===== src/rtl/rbt_pkg.sv =====
package rbt_pkg;
    localparam int BYTE_W = 8;

    localparam logic [BYTE_W-1:0] OPC_LONG_PREFIX = 8'h18;
    localparam logic [BYTE_W-1:0] OPC_ALWAYS      = 8'h20;
    localparam logic [BYTE_W-1:0] OPC_IF_NE       = 8'h26;
    localparam logic [BYTE_W-1:0] OPC_IF_EQ       = 8'h27;

    typedef enum logic [1:0] {
        BK_NONE,
        BK_ALWAYS,
        BK_IF_EQ,
        BK_IF_NE
    } br_kind_e;
endpackage


===== src/rtl/rbt_decode.sv =====
module rbt_decode
    import rbt_pkg::*;
(
    input  logic [BYTE_W-1:0] b0,
    input  logic [BYTE_W-1:0] b1,
    output br_kind_e          kind,
    output logic              is_long
);
    logic [BYTE_W-1:0] opc;

    always_comb begin
        is_long = (b0 == OPC_LONG_PREFIX);
        opc     = is_long ? b1 : b0;
        case (opc)
            OPC_ALWAYS: kind = BK_ALWAYS;
            OPC_IF_EQ:  kind = BK_IF_EQ;
            OPC_IF_NE:  kind = BK_IF_NE;
            default:    kind = BK_NONE;
        endcase
    end
endmodule


===== src/rtl/rbt_cond.sv =====
module rbt_cond
    import rbt_pkg::*;
(
    input  br_kind_e kind,
    input  logic     zero,
    output logic     take
);
    always_comb begin
        case (kind)
            BK_ALWAYS: take = 1'b1;
            BK_IF_EQ:  take = zero;
            BK_IF_NE:  take = ~zero;
            default:   take = 1'b0;
        endcase
    end
endmodule


===== src/rtl/rbt_addr.sv =====
module rbt_addr #(
    parameter int PC_W    = 16,
    parameter int SHORT_W = 8,
    parameter int LONG_W  = 16
) (
    input  logic [PC_W-1:0]    pc,
    input  logic               is_long,
    input  logic [SHORT_W-1:0] short_off,
    input  logic [LONG_W-1:0]  long_off,
    output logic [PC_W-1:0]    fall_pc,
    output logic [PC_W-1:0]    tgt_pc
);
    localparam logic [PC_W-1:0] SHORT_LEN = PC_W'(2);
    localparam logic [PC_W-1:0] LONG_LEN  = PC_W'(4);

    logic [PC_W-1:0] short_ext;
    logic [PC_W-1:0] long_ext;

    assign short_ext = {{(PC_W-SHORT_W){short_off[SHORT_W-1]}}, short_off};

    generate
        if (LONG_W < PC_W) begin : g_long_sext
            assign long_ext = {{(PC_W-LONG_W){long_off[LONG_W-1]}}, long_off};
        end else begin : g_long_trunc
            assign long_ext = long_off[PC_W-1:0];
        end
    endgenerate

    always_comb begin
        fall_pc = pc + (is_long ? LONG_LEN : SHORT_LEN);
        tgt_pc  = fall_pc + (is_long ? long_ext : short_ext);
    end
endmodule


===== src/rtl/rbt_unit.sv =====
module rbt_unit
    import rbt_pkg::*;
#(
    parameter int PC_W = 16
) (
    input  logic              clk,
    input  logic              rst_n,
    input  logic              in_valid,
    input  logic [PC_W-1:0]   pc_in,
    input  logic [BYTE_W-1:0] ins_b0,
    input  logic [BYTE_W-1:0] ins_b1,
    input  logic [BYTE_W-1:0] ins_b2,
    input  logic [BYTE_W-1:0] ins_b3,
    input  logic              flag_z,
    output logic              out_valid,
    output logic [PC_W-1:0]   next_pc,
    output logic              taken,
    output logic              is_branch
);
    localparam int SHORT_W = BYTE_W;
    localparam int LONG_W  = 2 * BYTE_W;

    typedef struct packed {
        logic            valid;
        logic            branch;
        logic            taken;
        logic [PC_W-1:0] pc;
    } res_t;

    res_t st_d, st_q;

    br_kind_e        kind;
    logic            is_long;
    logic            cond_take;
    logic [PC_W-1:0] fall_pc;
    logic [PC_W-1:0] tgt_pc;

    rbt_decode u_dec (
        .b0      (ins_b0),
        .b1      (ins_b1),
        .kind    (kind),
        .is_long (is_long)
    );

    rbt_cond u_cond (
        .kind (kind),
        .zero (flag_z),
        .take (cond_take)
    );

    rbt_addr #(
        .PC_W    (PC_W),
        .SHORT_W (SHORT_W),
        .LONG_W  (LONG_W)
    ) u_addr (
        .pc        (pc_in),
        .is_long   (is_long),
        .short_off (ins_b1),
        .long_off  ({ins_b2, ins_b3}),
        .fall_pc   (fall_pc),
        .tgt_pc    (tgt_pc)
    );

    always_comb begin
        st_d       = st_q;
        st_d.valid = in_valid;
        if (in_valid) begin
            st_d.branch = (kind != BK_NONE);
            st_d.taken  = cond_take;
            if (kind == BK_NONE) begin
                st_d.pc = pc_in;
            end else begin
                st_d.pc = cond_take ? tgt_pc : fall_pc;
            end
        end
    end

    always_ff @(posedge clk or negedge rst_n) begin
        if (!rst_n) begin
            st_q <= '0;
        end else begin
            st_q <= st_d;
        end
    end

    assign out_valid = st_q.valid;
    assign next_pc   = st_q.pc;
    assign taken     = st_q.taken;
    assign is_branch = st_q.branch;

    AST_VALID_LATENCY: assert property (@(posedge clk) disable iff (!rst_n)
        in_valid |=> out_valid);
    AST_IDLE_HOLD: assert property (@(posedge clk) disable iff (!rst_n)
        !in_valid |=> ($stable(next_pc) && $stable(taken) && $stable(is_branch)));
    AST_SHORT_ALWAYS_TAKEN: assert property (@(posedge clk) disable iff (!rst_n)
        (in_valid && ins_b0 == OPC_ALWAYS) |=> (taken && is_branch));
    AST_LONG_EQ_FALLTHRU: assert property (@(posedge clk) disable iff (!rst_n)
        (in_valid && ins_b0 == OPC_LONG_PREFIX && ins_b1 == OPC_IF_EQ && !flag_z)
        |=> (!taken && next_pc == $past(pc_in) + PC_W'(4)));
    AST_SHORT_NE_FALLTHRU: assert property (@(posedge clk) disable iff (!rst_n)
        (in_valid && ins_b0 == OPC_IF_NE && flag_z)
        |=> (!taken && next_pc == $past(pc_in) + PC_W'(2)));
    AST_TAKEN_IS_BRANCH: assert property (@(posedge clk) disable iff (!rst_n)
        taken |-> is_branch);
endmodule


===== config.mk =====
export PLATFORM = sky130hd
export DESIGN_NAME = rbt_unit
export DESIGN_NICKNAME = d
export VERILOG_FILES = /design/src/rtl/rbt_pkg.sv /design/src/rtl/rbt_decode.sv /design/src/rtl/rbt_cond.sv /design/src/rtl/rbt_addr.sv /design/src/rtl/rbt_unit.sv
export SDC_FILE = /design/constraint.sdc
export NUM_CORES = 1
export LEC_CHECK = 0
export CAP_MARGIN = 20
export CORE_MARGIN = 1
export CORE_UTILIZATION = 51
export CTS_BUF_LIST = sky130_fd_sc_hd__clkbuf_2
export CTS_CLUSTER_DIAMETER = 50
export DETAILED_ROUTE_END_ITERATION = 12
export GPL_TIMING_DRIVEN = 0
export PLACE_DENSITY = 0.84
export SKIP_CTS_REPAIR_TIMING = 1
export SYNTH_ARGS = -nofsm -noshare
export SYNTH_HDL_FRONTEND = slang
export SYNTH_HIERARCHICAL = 1
export SYNTH_SLANG_ARGS = --single-unit

===== constraint.sdc =====
create_clock -name clk -period 1 [get_ports clk]
set_clock_uncertainty 0.1 [all_clocks]
set_input_delay 0.1 -clock clk [delete_from_list [all_inputs] [get_ports clk]]
set_output_delay 0.1 -clock clk [all_outputs]
set_load 0.01 [all_outputs]

== Word-level counts from Yosys, hierarchy flattened ==
Index checks and enable logic that the tools add are counted.

* Flip-flop bits (word level): 19
* Input port bits: 52
* Output and inout port bits: 19

* Muxes and demuxes: 7
* Bitwise operators: 1
* Equality and inequality tests: 7
* Reductions and logical operators: 2
* Add/subtract/negate cells: 2

{| class="wikitable"
|+ Operators with widths
! cell !! count
|-
| 16-bit 2-to-1 mux || 3
|-
| 16-bit adder || 2
|-
| 8-bit by 6-bit equality test with 1-bit output, second input constant || 3
|-
| 8-bit by 5-bit equality test with 1-bit output, second input constant || 1
|-
| 8-bit 2-to-1 mux || 1
|-
| 2-bit one-hot mux with 3 select lines || 1
|-
| 2-bit equality test, second input constant || 2
|-
| 3-bit 2-to-1 mux || 1
|-
| 1-bit one-hot mux with 3 select lines || 1
|-
| 2-bit by 1-bit equality test with 1-bit output, second input constant || 1
|-
| 2-bit logical NOT || 1
|-
| 2-bit nonzero test || 1
|-
| 1-bit inverter || 1
|}

== Depth between registers and ports, before layout ==
* Depth after elaboration: 8
* Depth in mapped cells: 19
* Gate-level depth less buffers: 17

== Hierarchy ==
Netlist, hierarchy kept.

{| class="wikitable"
|+ By module, submodules not included
! module !! area an instance (sq um) !! cells each !! sequential area each (sq um) !! instances
|-
| rbt_addr || 1306.3 || 175 || 0.0 || 1
|-
| rbt_unit || 1176.1 || 95 || 475.5 || 1
|-
| rbt_decode || 141.4 || 19 || 0.0 || 1
|-
| rbt_cond || 12.5 || 2 || 0.0 || 1
|}

== Least setup slack after synthesis ==
Ideal clock, no wire load.

* Path type: input-to-reg
* Start point: input port ins_b0[0]
* End point: register st_q, in the netlist next_pc[14]
* Buffers on the path: 2
* Arrival: 3.772 ns
* Path slack: -3.007 ns
* Library setup time: 0.135 ns
* Data required time: 0.765 ns
* Stages on the path: 19
* Cells stage by stage: nor4b_2 and3_2 buf_6 clkbuf_1 inv_1 ha_1 inv_1 fa_1 inv_1 ha_1 nor2b_1 o31a_1 o22ai_1 o211ai_1 a41oi_1 o31ai_1 xor2_1 mux2i_1 o211ai_1

* Elaborated cells on any way between the ends: 17
* Classes of those cells: 2 x add/sub; 7 x eq/ne; 7 x mux; 1 x reduce/logical

{| class="wikitable"
|+ RTL lines
! element !! line !! source
|-
| start, declared || rbt_unit.sv:10 || <nowiki>input logic [BYTE_W-1:0] ins_b0,</nowiki>
|-
| 8-bit by 5-bit equality test with 1-bit output || rbt_decode.sv:12 || <nowiki>is_long = (b0 == OPC_LONG_PREFIX);</nowiki>
|-
| net is_long || rbt_unit.sv:33 || <nowiki>logic is_long;</nowiki>
|-
| 3-bit 2-to-1 mux || rbt_addr.sv:30 || <nowiki>fall_pc = pc + (is_long ? LONG_LEN : SHORT_LEN);</nowiki>
|-
| 16-bit adder || rbt_addr.sv:30 ||
|-
| net fall_pc[2] || rbt_unit.sv:35 || <nowiki>logic [PC_W-1:0] fall_pc;</nowiki>
|-
| 16-bit adder || rbt_addr.sv:31 || <nowiki>tgt_pc = fall_pc + (is_long ? long_ext : short_ext);</nowiki>
|-
| net tgt_pc[14] || rbt_unit.sv:36 || <nowiki>logic [PC_W-1:0] tgt_pc;</nowiki>
|-
| 16-bit 2-to-1 mux || rbt_unit.sv:73 || <nowiki>st_d.pc = cond_take ? tgt_pc : fall_pc;</nowiki>
|-
| 16-bit 2-to-1 mux || rbt_unit.sv:70 || <nowiki>if (kind == BK_NONE) begin</nowiki>
|-
| end signal, assigned || rbt_unit.sv:82 || <nowiki>st_q <= st_d;</nowiki>
|-
| end, declared || rbt_unit.sv:30 || <nowiki>res_t st_d, st_q;</nowiki>
|}

The timed path passes the listed nets, and every way through them passes these cells.
A chain may end at the register's enable or synchronous reset.

== Worst setup path after layout ==
* Start point: input port ins_b0[5]
* End point: register st_q, in the netlist next_pc[12]

Same word-level chain as after synthesis.

==> results_dict.tcl <==
set metrics [dict create \
    outcome "complete, but fails checks" \
    failed_checks "hold timing, setup timing" \
    seq_power_share_pct 29.7 \
    post-synth-top-area-fraction_pct 18.04 \
    routedWlPerCell_um 20.39 \
    final_hold_viol_count 19 \
    clock_period_minus_worst_slack_ns 3.834 \
    synth_flop_cell "sky130_fd_sc_hd__dfrtp_1" \
    slowest_delay_ns 0.56 \
    post_dp_cell_area_sq_mm 0.003526 \
    crit_path_frequent_cell "sky130_fd_sc_hd__o211ai_1" \
    flow.area_growth_from_synthesis_pct 54.11 \
    drtIter0Drc 313 \
    dieArea_sq_mm 0.005460 \
    share_of_layout_cells_above_drive_strength_1_pct 36.63 \
    placement.io_buffers 70 \
    insertedDiodeCount 0 \
    timing.critical_path.buf_inv 4 \
    die_extent_in_y_um 73.90 \
    cts.root.buffer_cell "sky130_fd_sc_hd__clkbuf_2" \
    crit_path_end_kind "flip-flop" \
    grt_util_all_layers_pct 25.53 \
    ys_seq_area_share_pct 18.04 \
    cts.path.max_buffers 2 \
    fmax_mhz 260.8 \
    ios 71 \
    vias 2926 \
    critical_path_class "in2reg" \
    initial_utilization_pct 54.37 \
    fin_crit_sh_pct 383.4 \
    min-delay-path-class "in2async" \
    cts_max_level 1 \
    yosys-top-cells-count "sky130_fd_sc_hd__nand2_1, sky130_fd_sc_hd__dfrtp_1, sky130_fd_sc_hd__xor2_1, sky130_fd_sc_hd__mux2i_1, sky130_fd_sc_hd__nand2b_1" \
    grt_setup_unrepaired "yes" \
    power_density_mw_per_mm2 715.1 \
    syn_area_per_cell_sq_um 9.059 \
    std_cell_rows 25 \
    r2r_setup_slack_ns 0.01 \
    final_setup_margin_ns -2.834 \
    synth.cell_area_sq_mm 0.002636 \
    clk_pin_slew_ns 0.17 \
    synth_seq_cells 19 \
    power.combinational.fraction_pct 59.2 \
    drt-vias-per-instance 6.212 \
    synth_largest_area_cell "sky130_fd_sc_hd__dfrtp_1" \
    dp_slack_ns -3.535 \
    slew_headroom_pct 45.08 \
    first_pass_iters 5 \
    setup_total_negative_slack_ns -37.34 \
    synthArstFlopShare_pct 100.0 \
    drc 0 \
    timing.critical_path.slowest_stage_cell "sky130_fd_sc_hd__or4b_4" \
    first_pass_grt_wire_length_um 10830 \
    critical_path_peak_fanout 7 \
    global_route.overflow_total 0 \
    finalSetupViolations 36 \
    data_arrival_time_of_the_critical_path_ns 3.95 \
    worstMarginPinSlew_ns 0.8225 \
    clock_insertion_delay_at_the_later_pin_of_the_skew_report_ns 0.30 \
    first_global_vias 2329 \
    maxSlewViolCount 0 \
    die_width_um 73.90 \
    power.share.switching_pct 39.06 \
    r2r.worst_path.cells 4 \
    reg2reg_to "next_pc[1]" \
    design.final.nets 475 \
    timing.critical_path.required_ns 1.12 \
    synthTopCellsByArea "sky130_fd_sc_hd__dfrtp_1, sky130_fd_sc_hd__ha_1, sky130_fd_sc_hd__mux2i_1" \
    synthMostInstantiatedCell "sky130_fd_sc_hd__nand2_1" \
    cts_buffers 3 \
    maximum_capacitance_violations 0 \
    r2r_start "next_pc[1]" \
    synth_enable_flop_cells 0 \
    crit_chain "clkbuf_2 > nor4b_4 > and3_4 > buf_8 > clkbuf_16 > inv_8 > fa_2 > xnor2_4 > ha_4 > o21a_1 > o31a_1 > o22ai_2 > o211ai_1 > a41oi_2 > or4b_4 > o2111ai_4 > mux2i_2 > o211ai_1" \
    layout.core_utilization_pct 83.79 \
    clockPowerShare_pct 11.1 \
    worst_setup_path_start_kind "primary input" \
    vdd_drop_max_v 0.0003896 \
    synthesized_nets 361 \
    net-switching-power_mw 1.135 \
    synth_cell_type_count 59 \
    cellInternalPower_mw 1.770 \
    grt_max_degree 20 \
    critical_path.top_delay_family "compound AO/OA/AOI/OAI gates" \
    netlist_instances 291 \
    cts_sinks 19 \
    drt.antenna.violating_nets 0 \
    yosysWarnings 6 \
    leak_nw 1.805 \
    final_area_sq_mm 0.004063 \
    area_of_the_core_region_sq_mm 0.004848 \
    timing.hold.ws_ns -0.2439 \
    totalWireLength_um 9605 \
    design_power_total_mw 2.905 \
    finalWeightedCongestion 0.8131 \
    tritoncts "done" \
    antenna_violations_before_repair 0 \
    dp_hpwl_um 5646 \
]
[cell type report]
type / instances / area (sq um)
sequential: 19 / 475.5
buffer: 12 / 126.4
clock buffer: 4 / 20.02
tap: 67 / 83.83
timing repair buffer: 109 / 922.1
inverter: 15 / 63.81
fill: 274 / 785.8
multi-input combinational: 245 / 2371
[power groups by stage]
stage | Sequential [mW] | Clock (mW) | Combinational, mW
2_1_floorplan | 0.910 | 0 | 0.802
3_3_place_gp | 0.876 | 0 | 1.36
3_5_place_dp | 0.879 | 0 | 1.40
4_1_cts | 0.864 | 0.325 | 1.41
5_1_grt | 0.869 | 0.360 | 1.81
6_report | 0.863 | 0.322 | 1.72
[kinds of logic (layout without fill, tap and decap cells)]
kind of cell	after synthesis	in the layout	synth area share [%]
flops	19	19	18.04
compound gates	65	65	19.17
mux	25	25	9.824
fa+ha+maj	18	18	9.112
buf+inv	27	140	5.362
xor+xnor	32	32	12.24
simple gates	105	105	26.25
[worst max-delay path by stage]
stage          cells after the start           to       from  slack (ns)
6_report                          18  next_pc[12]  ins_b0[5]       -2.83
5_1_grt                           21  next_pc[15]  ins_b0[0]       -2.94
4_1_cts                           20  next_pc[12]  ins_b0[5]       -3.24
3_5_place_dp                      20  next_pc[12]  ins_b0[5]       -3.53
3_3_place_gp                      20  next_pc[12]  ins_b0[5]       -3.38
2_1_floorplan                     19  next_pc[12]  ins_b0[4]       -2.54
[worst register-to-register path, stage by stage, from the launching register on]
cell,delay (ns)
sky130_fd_sc_hd__dfrtp_1,0.42
sky130_fd_sc_hd__buf_4,0.13
sky130_fd_sc_hd__buf_4,0.12
sky130_fd_sc_hd__nand2b_1,0.06
sky130_fd_sc_hd__o211ai_1,0.07
[per-layer routing]
metal	GRT usage, %	wire length [um]	part of all wire, %	vias to the layer above
met4	5.342	393	4.1	0
met3	1.920	623	6.5	38
li1	-	-	-	1301
met1	34.34	3785	39	1407
met5	0	0	0	-
met2	44.55	4802	50	180
[placed cells by master, fill, tap and decap left out, drive strengths merged, types with 3 or more instances in the layout]
cell / count
clkdlybuf4s50: 37
o211ai: 18
buf: 49
nand4: 4
dlymetal6s2s: 9
a21oi: 12
a31oi: 4
nor2b: 5
nand3: 4
clkbuf: 30
mux2i: 18
nand2b: 17
mux2: 7
and3: 3
nand2: 23
dfrtp: 19
xnor2: 10
nor2: 12
nor3: 8
inv: 15
o21ai: 9
nand4bb: 16
nor4b: 3
a21o: 6
xor2: 19
ha: 16
o21bai: 4
[through the flow]
step	hold slack [ns]	cells
after detailed placement	0.3815	428
after CTS	0.1689	432
after global routing	-0.1837	471
after floorplan	-0.2956	291
final	-0.2439	471
after global placement	0.3844	428
[flip-flops by register name (all words and copies together) (netlist names)]
signal and flops:
is_branch 1, next_pc 16, out_valid 1, taken 1
No activity file was read; power rests on OpenSTA's default activity.
